===== src/rtl/load_fmt.sv =====
module load_fmt #(
  parameter int XW = 64
) (
  input  logic          clk,
  input  logic          rst_n,
  input  logic          in_valid,
  input  logic [XW-1:0] raw_data,
  input  logic [1:0]    ld_size,
  input  logic          ld_sext,
  input  logic          ld_brev,
  output logic          out_valid,
  output logic [XW-1:0] out_data,
  output logic          out_err
);
  localparam int NB = XW / 8;
  localparam logic [1:0] MAXSZ = 2'($clog2(NB));

  logic [XW-1:0] shaped;
  logic          illegal;
  logic          top_bit;
  int            nbytes;

  assign nbytes  = 1 << ld_size;
  assign illegal = (ld_size > MAXSZ)
                 | (ld_sext & (ld_size == 2'd0 || ld_size == 2'd3))
                 | (ld_brev & (ld_size == 2'd0))
                 | (ld_sext & ld_brev);

  always_comb begin
    shaped = '0;
    for (int i = 0; i < NB; i++) begin
      if (i < nbytes)
        shaped[8*i +: 8] = ld_brev ? raw_data[8*(nbytes-1-i) +: 8] : raw_data[8*i +: 8];
    end
    top_bit = shaped[8*nbytes-1];
    for (int i = 0; i < NB; i++) begin
      if (i >= nbytes)
        shaped[8*i +: 8] = {8{ld_sext & top_bit}};
    end
  end

  always_ff @(posedge clk) begin
    if (!rst_n) begin
      out_valid <= 1'b0;
      out_err   <= 1'b0;
      out_data  <= '0;
    end else begin
      out_valid <= in_valid;
      out_err   <= in_valid & illegal;
      out_data  <= (in_valid & ~illegal) ? shaped : '0;
    end
  end

  AST_VALID_DELAY: assert property (@(posedge clk) disable iff (!rst_n)
    $past(rst_n) |-> out_valid == $past(in_valid));
  AST_ERR_NEEDS_VALID: assert property (@(posedge clk) disable iff (!rst_n)
    out_err |-> out_valid);
  AST_IDLE_ZERO: assert property (@(posedge clk) disable iff (!rst_n)
    !out_valid |-> out_data == '0);
  AST_ERR_ZERO: assert property (@(posedge clk) disable iff (!rst_n)
    out_err |-> out_data == '0);
  AST_BYTE_ZEXT: assert property (@(posedge clk) disable iff (!rst_n)
    in_valid && ld_size == 2'd0 && !ld_sext && !ld_brev
    |=> out_data[XW-1:8] == '0 && out_data[7:0] == $past(raw_data[7:0]));
  AST_WORD_SEXT: assert property (@(posedge clk) disable iff (!rst_n)
    in_valid && ld_size == 2'd2 && ld_sext && !ld_brev
    |=> out_data[31:0] == $past(raw_data[31:0]) &&
        (out_data[XW-1:31] == '0 || out_data[XW-1:31] == '1));
  AST_HALF_SWAP: assert property (@(posedge clk) disable iff (!rst_n)
    in_valid && ld_size == 2'd1 && ld_brev && !ld_sext
    |=> out_data[15:0] == {$past(raw_data[7:0]), $past(raw_data[15:8])});
  AST_BAD_PAIR: assert property (@(posedge clk) disable iff (!rst_n)
    in_valid && ld_sext && ld_brev |=> out_err);
endmodule


===== config.mk =====
export PLATFORM = sky130hd
export DESIGN_NAME = load_fmt
export DESIGN_NICKNAME = d
export VERILOG_FILES = /design/src/rtl/load_fmt.sv
export SDC_FILE = /design/constraint.sdc
export NUM_CORES = 1
export LEC_CHECK = 0
export ABC_AREA = 1
export CORE_ASPECT_RATIO = 1.75
export CORE_MARGIN = 2
export CORE_UTILIZATION = 52
export CTS_CLUSTER_SIZE = 8
export DETAILED_ROUTE_END_ITERATION = 7
export PLACE_DENSITY = 0.86
export SYNTH_ARGS = -nofsm -noshare
export SYNTH_HDL_FRONTEND = slang
export SYNTH_SLANG_ARGS = --single-unit

===== constraint.sdc =====
create_clock -name clk -period 6.6 [get_ports clk]
set_input_delay 1.65 -clock clk [delete_from_list [all_inputs] [get_ports clk]]
set_output_delay 1.65 -clock clk [all_outputs]
set_load 0.01 [all_outputs]

==> results of run 1 <==
-- stage by stage --
step | power, mW | worst slack, ns | hold WS, ns | cells | area (µm²)
2_1_floorplan | 0.651 | 2.56 | 1.78 | 737 | 4730
3_3_place_gp | 0.800 | 1.40 | 2.21 | 938 | 6010
3_5_place_dp | 0.808 | 1.25 | 2.23 | 938 | 6010
4_1_cts | 1.28 | 1.58 | 1.87 | 953 | 6310
5_1_grt | 1.34 | 1.26 | 1.92 | 953 | 6310
6_report | 1.29 | 1.49 | 1.88 | 953 | 6310
-- flip-flops by register name, indices dropped and copies added, names as in the netlist --
| register | count |
|---|---|
| out_data | 64 |
| out_err | 1 |
| out_valid | 1 |
-- area by class of cell --
class / instances / area [µm²] / share of cell area
Multi-Input combinational cell: 562 / 2970 / 0.470
Timing Repair Buffer: 141 / 1390 / 0.221
Sequential cell: 66 / 1320 / 0.209
Clock buffer: 10 / 239 / 0.0379
Inverter: 49 / 184 / 0.0292
Tap cell: 120 / 150 / 0.0238
Clock inverter: 5 / 55.1 / 0.00873
-- placed cells by master, fill, tap and decap left out, drive strengths merged, types with 4 or more instances in the layout --
cell type	count
clkdlybuf4s50	135
dfxtp	66
buf	6
nor2	44
o211ai	14
inv	45
nand3	46
clkbuf	10
a21oi	86
nand4	4
nand2	159
o221ai	42
clkinv	6
o21ai	143
ha	10
mux2i	12
-- cell families after synthesis --
group | Yosys count | synth area share
adder cells (fa/ha/maj) | 10 | 0.0265
buffers and inverters | 109 | 0.0942
multiplexers | 12 | 0.0254
flip-flops | 66 | 0.280
AND/OR/NAND/NOR | 254 | 0.227
AO/OA/AOI/OAI | 286 | 0.347
-- power by group --
part	leakage (nW)	internal (mW)	switching, mW	total (mW)
combinational	1.80	0.143	0.250	0.393
sequential	0.536	0.415	0.00593	0.421
clock	0.140	0.299	0.181	0.480
-- path summary, 6_finish.rpt --
path,from,to,slack [ns],cells past startpoint
setup / recovery,ld_size[1],out_data[40],1.49,17
hold / removal,in_valid,out_err,1.88,3
-- metal layers --
| layer | wire length [µm] | GRT usage |
|---|---|---|
| met5 | 0 | 0 |
| met4 | 2190 | 0.384 |
| met3 | 1090 | 0.0602 |
| met2 | 10100 | 0.695 |
| met1 | 6310 | 0.372 |
-- critical path: stages --
cell and delay, ns:
sky130_fd_sc_hd__clkdlybuf4s50_1 0.54, sky130_fd_sc_hd__inv_1 0.12, sky130_fd_sc_hd__ha_1 0.30, sky130_fd_sc_hd__ha_1 0.31, sky130_fd_sc_hd__buf_4 0.34, sky130_fd_sc_hd__inv_2 0.33
sky130_fd_sc_hd__nand3_1 0.18, sky130_fd_sc_hd__nand2_1 0.13, sky130_fd_sc_hd__nand2_1 0.08, sky130_fd_sc_hd__nand3_1 0.08, sky130_fd_sc_hd__nand2_1 0.10, sky130_fd_sc_hd__nand3_1 0.12
sky130_fd_sc_hd__nand2_1 0.13, sky130_fd_sc_hd__nand2_1 0.09, sky130_fd_sc_hd__nand2_4 0.12, sky130_fd_sc_hd__nand3_4 0.36, sky130_fd_sc_hd__a21oi_1 0.32
==> impl_summary.log, run 1 <==
INFO  metric grt_first_pass_wirelength = approximately 30 mm
INFO  metric floorplan.initialDensity = 0.526
INFO  metric outcome = finished, final reports clean
INFO  metric final_min_period = 5.11 ns
INFO  metric clockRootBuffer = sky130_fd_sc_hd__clkbuf_16
INFO  metric fillCellCount = 796
INFO  metric number_of_enable_flip_flop_cells_after_synthesis = 0
INFO  metric clk_path_buf_depth = 2
INFO  metric mappedNetlistNets = between 800 and 900
INFO  metric critical_path.endpoint_type = flip-flop
INFO  metric detail-route-antenna-nets = 0
INFO  metric synthDominantCellAreaShare = 0.280
INFO  metric placement.io_buffers = 136
INFO  metric setup_viol_count_final = 0
INFO  metric clk_pin_slew = ~0.06 ns
INFO  metric tightestPinTransition = 1.22 ns
INFO  metric yosysWarnings = 0
INFO  metric layout.nets = slightly above 900
INFO  metric rsz0062_at_grt = false
INFO  metric max_cap_violations = 0
INFO  metric drc = 0
INFO  metric gp_congestion = 1.01
INFO  metric number_of_buffers_inserted_by_post_cts_setup_repair = 0
INFO  metric tritoncts_clock_tree = done
INFO  metric cts_hold_buffers = 0
INFO  metric chipWidth = 76.1 µm
INFO  metric core_area = between 8000 and 9000 µm²
INFO  metric yosys-top-cells-area = sky130_fd_sc_hd__dfxtp_1, sky130_fd_sc_hd__o21ai_0, sky130_fd_sc_hd__nand2_1
INFO  metric die_area = about 9900 µm²
INFO  metric vias_per_cell = 6.38
INFO  metric num_vias = slightly above 6000
INFO  metric cts.sink_count = 66
INFO  metric min_path_type = in2reg
INFO  metric detail_route.iter0.violations = 728
INFO  metric cp.required = 6.82 ns
INFO  metric synth_top_cells_by_count = sky130_fd_sc_hd__nand2_1, sky130_fd_sc_hd__o21ai_0, sky130_fd_sc_hd__a21oi_1
INFO  metric globalRouteOverflowTotal = 0
INFO  metric share_of_synthesized_registers_carrying_an_async_set_or_reset = 0
INFO  metric n_antenna_cell = 0
INFO  metric hpwlAfterDp = 14.2 mm
INFO  metric chip_height = 130 µm
INFO  metric final_layout_size_suffix_gt1_frac = 0.0456
INFO  metric synth_area_per_cell = 6.41 µm²
INFO  metric hold_viol_final = 0
INFO  metric yosys_cell_types = 26
INFO  metric largest_vdd_supply_drop = 0.000136 V
INFO  metric yosys_register_bits = 66
INFO  metric grt.total_usage = 0.387
INFO  metric timing.setup.critical_path_class = in2reg
INFO  metric worstPathArrival = 5.34 ns
INFO  metric area.growth.synth_to_final = 33.5%
INFO  metric top_level_ports = 137
INFO  metric setup_total_negative_slack = 0 ns
INFO  metric wire_per_inst = 20.6 µm
INFO  metric final_core_utilization = 0.703
INFO  metric synth_top_area_cell = sky130_fd_sc_hd__dfxtp_1
INFO  metric number_of_global_route_vias_before_repair = between 5000 and 6000
INFO  metric synth_seq_area_share = 0.280
INFO  metric wirelength = 19.7 mm
INFO  metric postSynth.topFlopCell = sky130_fd_sc_hd__dfxtp_1
INFO  metric drtPass1Iterations = 6
INFO  metric crit_path_max_fanout = 35
INFO  metric number_of_rows_in_the_core_area = 46
INFO  metric leakagePower = 2.48 nW
INFO  metric post-synth-top-count-cell = sky130_fd_sc_hd__nand2_1
INFO  metric maximum_number_of_pins_on_one_net_before_global_route_repair = 120
INFO  metric cellPowerDensity = 205 nW/µm²
INFO  metric finalMaxSlewViolations = 0
INFO  metric timing.fmax = 196 MHz
INFO  metric postCtsResizedCells = 0
INFO  metric crit_path_start_kind = primary input
INFO  metric cts-htree-levels = 3
INFO  metric number_of_antenna_violations_at_the_first_check_in_global_routing = 0
INFO  metric slew-limit-headroom = 0.186
INFO  metric syn_inst = 737
INFO  metric final.period_utilization = 0.775
INFO  metric syn-cell-area = between 4000 and 5000 µm²
INFO  metric number_of_cts_inserted_buffers = 9
(Power assumes the default switching activity.)
==> run 2, diff against run 1 <==
CORE_UTILIZATION = 44   (was 52)
PLACE_DENSITY = 0.78   (was 0.86)
clock period = 4.6 ns   (was 6.6 ns; I/O delays follow)
==> run 2 against run 1 <==
- power up 48%
- clock power up 53%
- global-route usage down 3.4 points
- utilization down 9.2 points
- non-clock buffer count up 14
- combinational power up 48%
- first-iteration DRC count up 32%
- die area up 17%
- via count down 1.5%
- design area up 2.3%
- flip-flop and latch count unchanged
- largest cell class unchanged
==> impl_summary.log, run 2 (synthesis gave the netlist of run 1 again) <==
INFO  metric holdPathStages = 3
INFO  metric min_path_type = in2reg
INFO  metric clock_power_share = 0.382
INFO  metric commonest_non_fill_non_tap_cell_in_the_layout = sky130_fd_sc_hd__nand2_1
INFO  metric chipWidth = 82.4 µm
INFO  metric number_of_rows_in_the_core_area = 50
INFO  metric cellPowerDensity = ~300 nW/µm²
INFO  metric power.share.sequential = 0.314
INFO  metric wire_per_inst = 20.7 µm
INFO  metric globalRouteOverflowTotal = 0
INFO  metric critical_path.n_buffers_inverters = 4
INFO  metric largest_vdd_supply_drop = 0.000273 V
INFO  metric setup_viol_count_final = 0
INFO  metric final.period_utilization = 0.872
INFO  metric p_int = 1.24 mW
INFO  metric postLayoutSetupSlackWorst = 0.589 ns
INFO  metric final_layout_size_suffix_gt1_frac = 0.0625
INFO  metric drc = 0
INFO  metric clk_pin_slew = around 0.06 ns
INFO  metric number_of_buffers_inserted_by_post_cts_setup_repair = 0
INFO  metric timing.setup.critical_path_class = in2reg
INFO  metric tritoncts_clock_tree = done
INFO  metric outcome = finished, final reports clean
INFO  metric die_area = roughly 12000 µm²
INFO  metric crit_path_start_kind = primary input
INFO  metric number_of_antenna_violations_at_the_first_check_in_global_routing = 0
INFO  metric area.growth.synth_to_final = 36.5%
INFO  metric chip_height = 141 µm
INFO  metric grt.total_usage = 0.353
INFO  metric fillCellCount = ~1000
INFO  metric leakagePower = around 2.6 nW
INFO  metric holdWs = 1.38 ns
INFO  metric power_switching_share = 0.352
INFO  metric rsz0062_at_grt = false
INFO  metric max_cap_violations = 0
INFO  metric largestRegisters = out_data (64), out_err (1), out_valid (1)
INFO  metric layout.nets = 924
INFO  metric critical-path-top-delay-family = simple AND/OR/NAND/NOR gates
INFO  metric core_area = between 10000 and 15000 µm²
INFO  metric num_vias = 5985
INFO  metric regMostFlops = out_data
INFO  metric timing.fmax = 249 MHz
INFO  metric worstHoldStart = in_valid
INFO  metric grt_first_pass_wirelength = a little over 30 mm
INFO  metric drtPass1Iterations = 6
INFO  metric postCtsResizedCells = 0
INFO  metric maximum_number_of_pins_on_one_net_before_global_route_repair = 120
INFO  metric floorplan.initialDensity = 0.447
INFO  metric post-place-ws = 0.300 ns
INFO  metric power.switching = between 600 and 700 µW
INFO  metric clockRootBuffer = sky130_fd_sc_hd__clkbuf_16
INFO  metric top_level_ports = 137
INFO  metric final_min_period = about 4 ns
INFO  metric tightestPinTransition = 0.670 ns
INFO  metric largest_register_ff_count = 64
INFO  metric cts.sink_count = between 60 and 70
INFO  metric n_antenna_cell = 0
INFO  metric commonest_non_fill_non_tap_cells_in_the_layout = sky130_fd_sc_hd__nand2_1, sky130_fd_sc_hd__clkdlybuf4s50_1, sky130_fd_sc_hd__o21ai_0
INFO  metric gp_congestion = 0.951
INFO  metric cts-htree-levels = 3
INFO  metric whs_endpoint = out_err
INFO  metric slew-limit-headroom = 0.553
INFO  metric cp.required = between 4 and 5 ns
INFO  metric placement.io_buffers = 136
INFO  metric hold_viol_final = 0
INFO  metric critical_path.endpoint_type = flip-flop
INFO  metric crit_path_max_fanout = 57
INFO  metric power.combinational.fraction = 0.303
INFO  metric detail-route-antenna-nets = 0
INFO  metric vias_per_cell = 6.12
INFO  metric max_stage_delay = about 0.55 ns
INFO  metric number_of_global_route_vias_before_repair = 5631
INFO  metric setup_total_negative_slack = 0 ns
INFO  metric cts_hold_buffers = 0
INFO  metric worstPathArrival = 4.25 ns
INFO  metric crit_path_cell_trace = clkdlybuf4s50_1 -> inv_1 -> ha_2 -> inv_2 -> buf_4 -> nand2_1 -> nand3_1 -> nand2_1 -> nand2_1 -> nand3_1 -> nand3_1 -> nand3_1 -> nand2_1 -> nand4_2 -> a21oi_1
INFO  metric wirelength = about 20 mm
INFO  metric finalMaxSlewViolations = 0
INFO  metric hpwlAfterDp = between 10 and 15 mm
INFO  metric detail_route.iter0.violations = about 960
INFO  metric clk_path_buf_depth = 2
INFO  metric crit_path_top_delay_cell = sky130_fd_sc_hd__clkdlybuf4s50_1
INFO  metric number_of_cts_inserted_buffers = 9
==> run 2: stage by stage <==
stage / power (mW) / util / instance area, µm² / cells
floorplan: 0.934 / - / 4730 / 737
global placement: 1.18 / 0.581 / 6140 / 962
detailed placement: 1.18 / 0.581 / 6140 / 962
CTS: 1.91 / 0.610 / 6450 / 978
global route: 1.99 / 0.610 / 6450 / 978
finish: 1.91 / 0.610 / 6450 / 978
==> run 2: worst max-delay path by stage <==
| stage | cells after the start | endpoint | from | slack, ns |
|---|---|---|---|---|
| floorplan | 21 | out_data[53] | ld_size[0] | 1.06 |
| global placement | 17 | out_data[54] | ld_size[0] | 0.47 |
| detailed placement | 17 | out_data[61] | ld_size[0] | 0.30 |
| CTS | 17 | out_data[52] | ld_size[0] | 0.64 |
| global route | 17 | out_data[38] | ld_size[0] | 0.28 |
| finish | 15 | out_data[9] | ld_size[0] | 0.59 |
==> run 2: metal layers <==
layer | track usage | vias to the layer above | wire, µm | part of all wire
li1 | - | 2787 | - | -
met1 | 0.412 | 2713 | 7330 | 0.36
met2 | 0.606 | 402 | 10300 | 0.51
met3 | 0.0627 | 83 | 1580 | 0.078
met4 | 0.162 | 0 | 1060 | 0.052
met5 | 0 | - | 0 | 0
==> run 2: power groups by stage <==
stage / Sequential, mW / Clock (mW) / Combinational [mW]
5_1_grt: 0.603 / 0.760 / 0.625
3_3_place_gp: 0.614 / 0 / 0.562
6_report: 0.602 / 0.732 / 0.580
3_5_place_dp: 0.614 / 0 / 0.563
2_1_floorplan: 0.626 / 0 / 0.308
4_1_cts: 0.602 / 0.738 / 0.566
==> run 2: tightest hold or removal path, cell delays in order <==
cell                              delay, ns
sky130_fd_sc_hd__clkdlybuf4s50_1       0.40
sky130_fd_sc_hd__nand2_1               0.08
sky130_fd_sc_hd__nor2_1                0.05
==> run 2: cell type report <==
| type | instances | area (µm²) | area share |
|---|---|---|---|
| tap | 130 | 163 | 0.0252 |
| clock inverter | 7 | 82.6 | 0.0128 |
| multi-input combinational | 562 | 2970 | 0.460 |
| inverter | 49 | 184 | 0.0285 |
| clock buffer | 9 | 225 | 0.0349 |
| sequential | 66 | 1320 | 0.205 |
| timing repair buffer | 155 | 1510 | 0.234 |
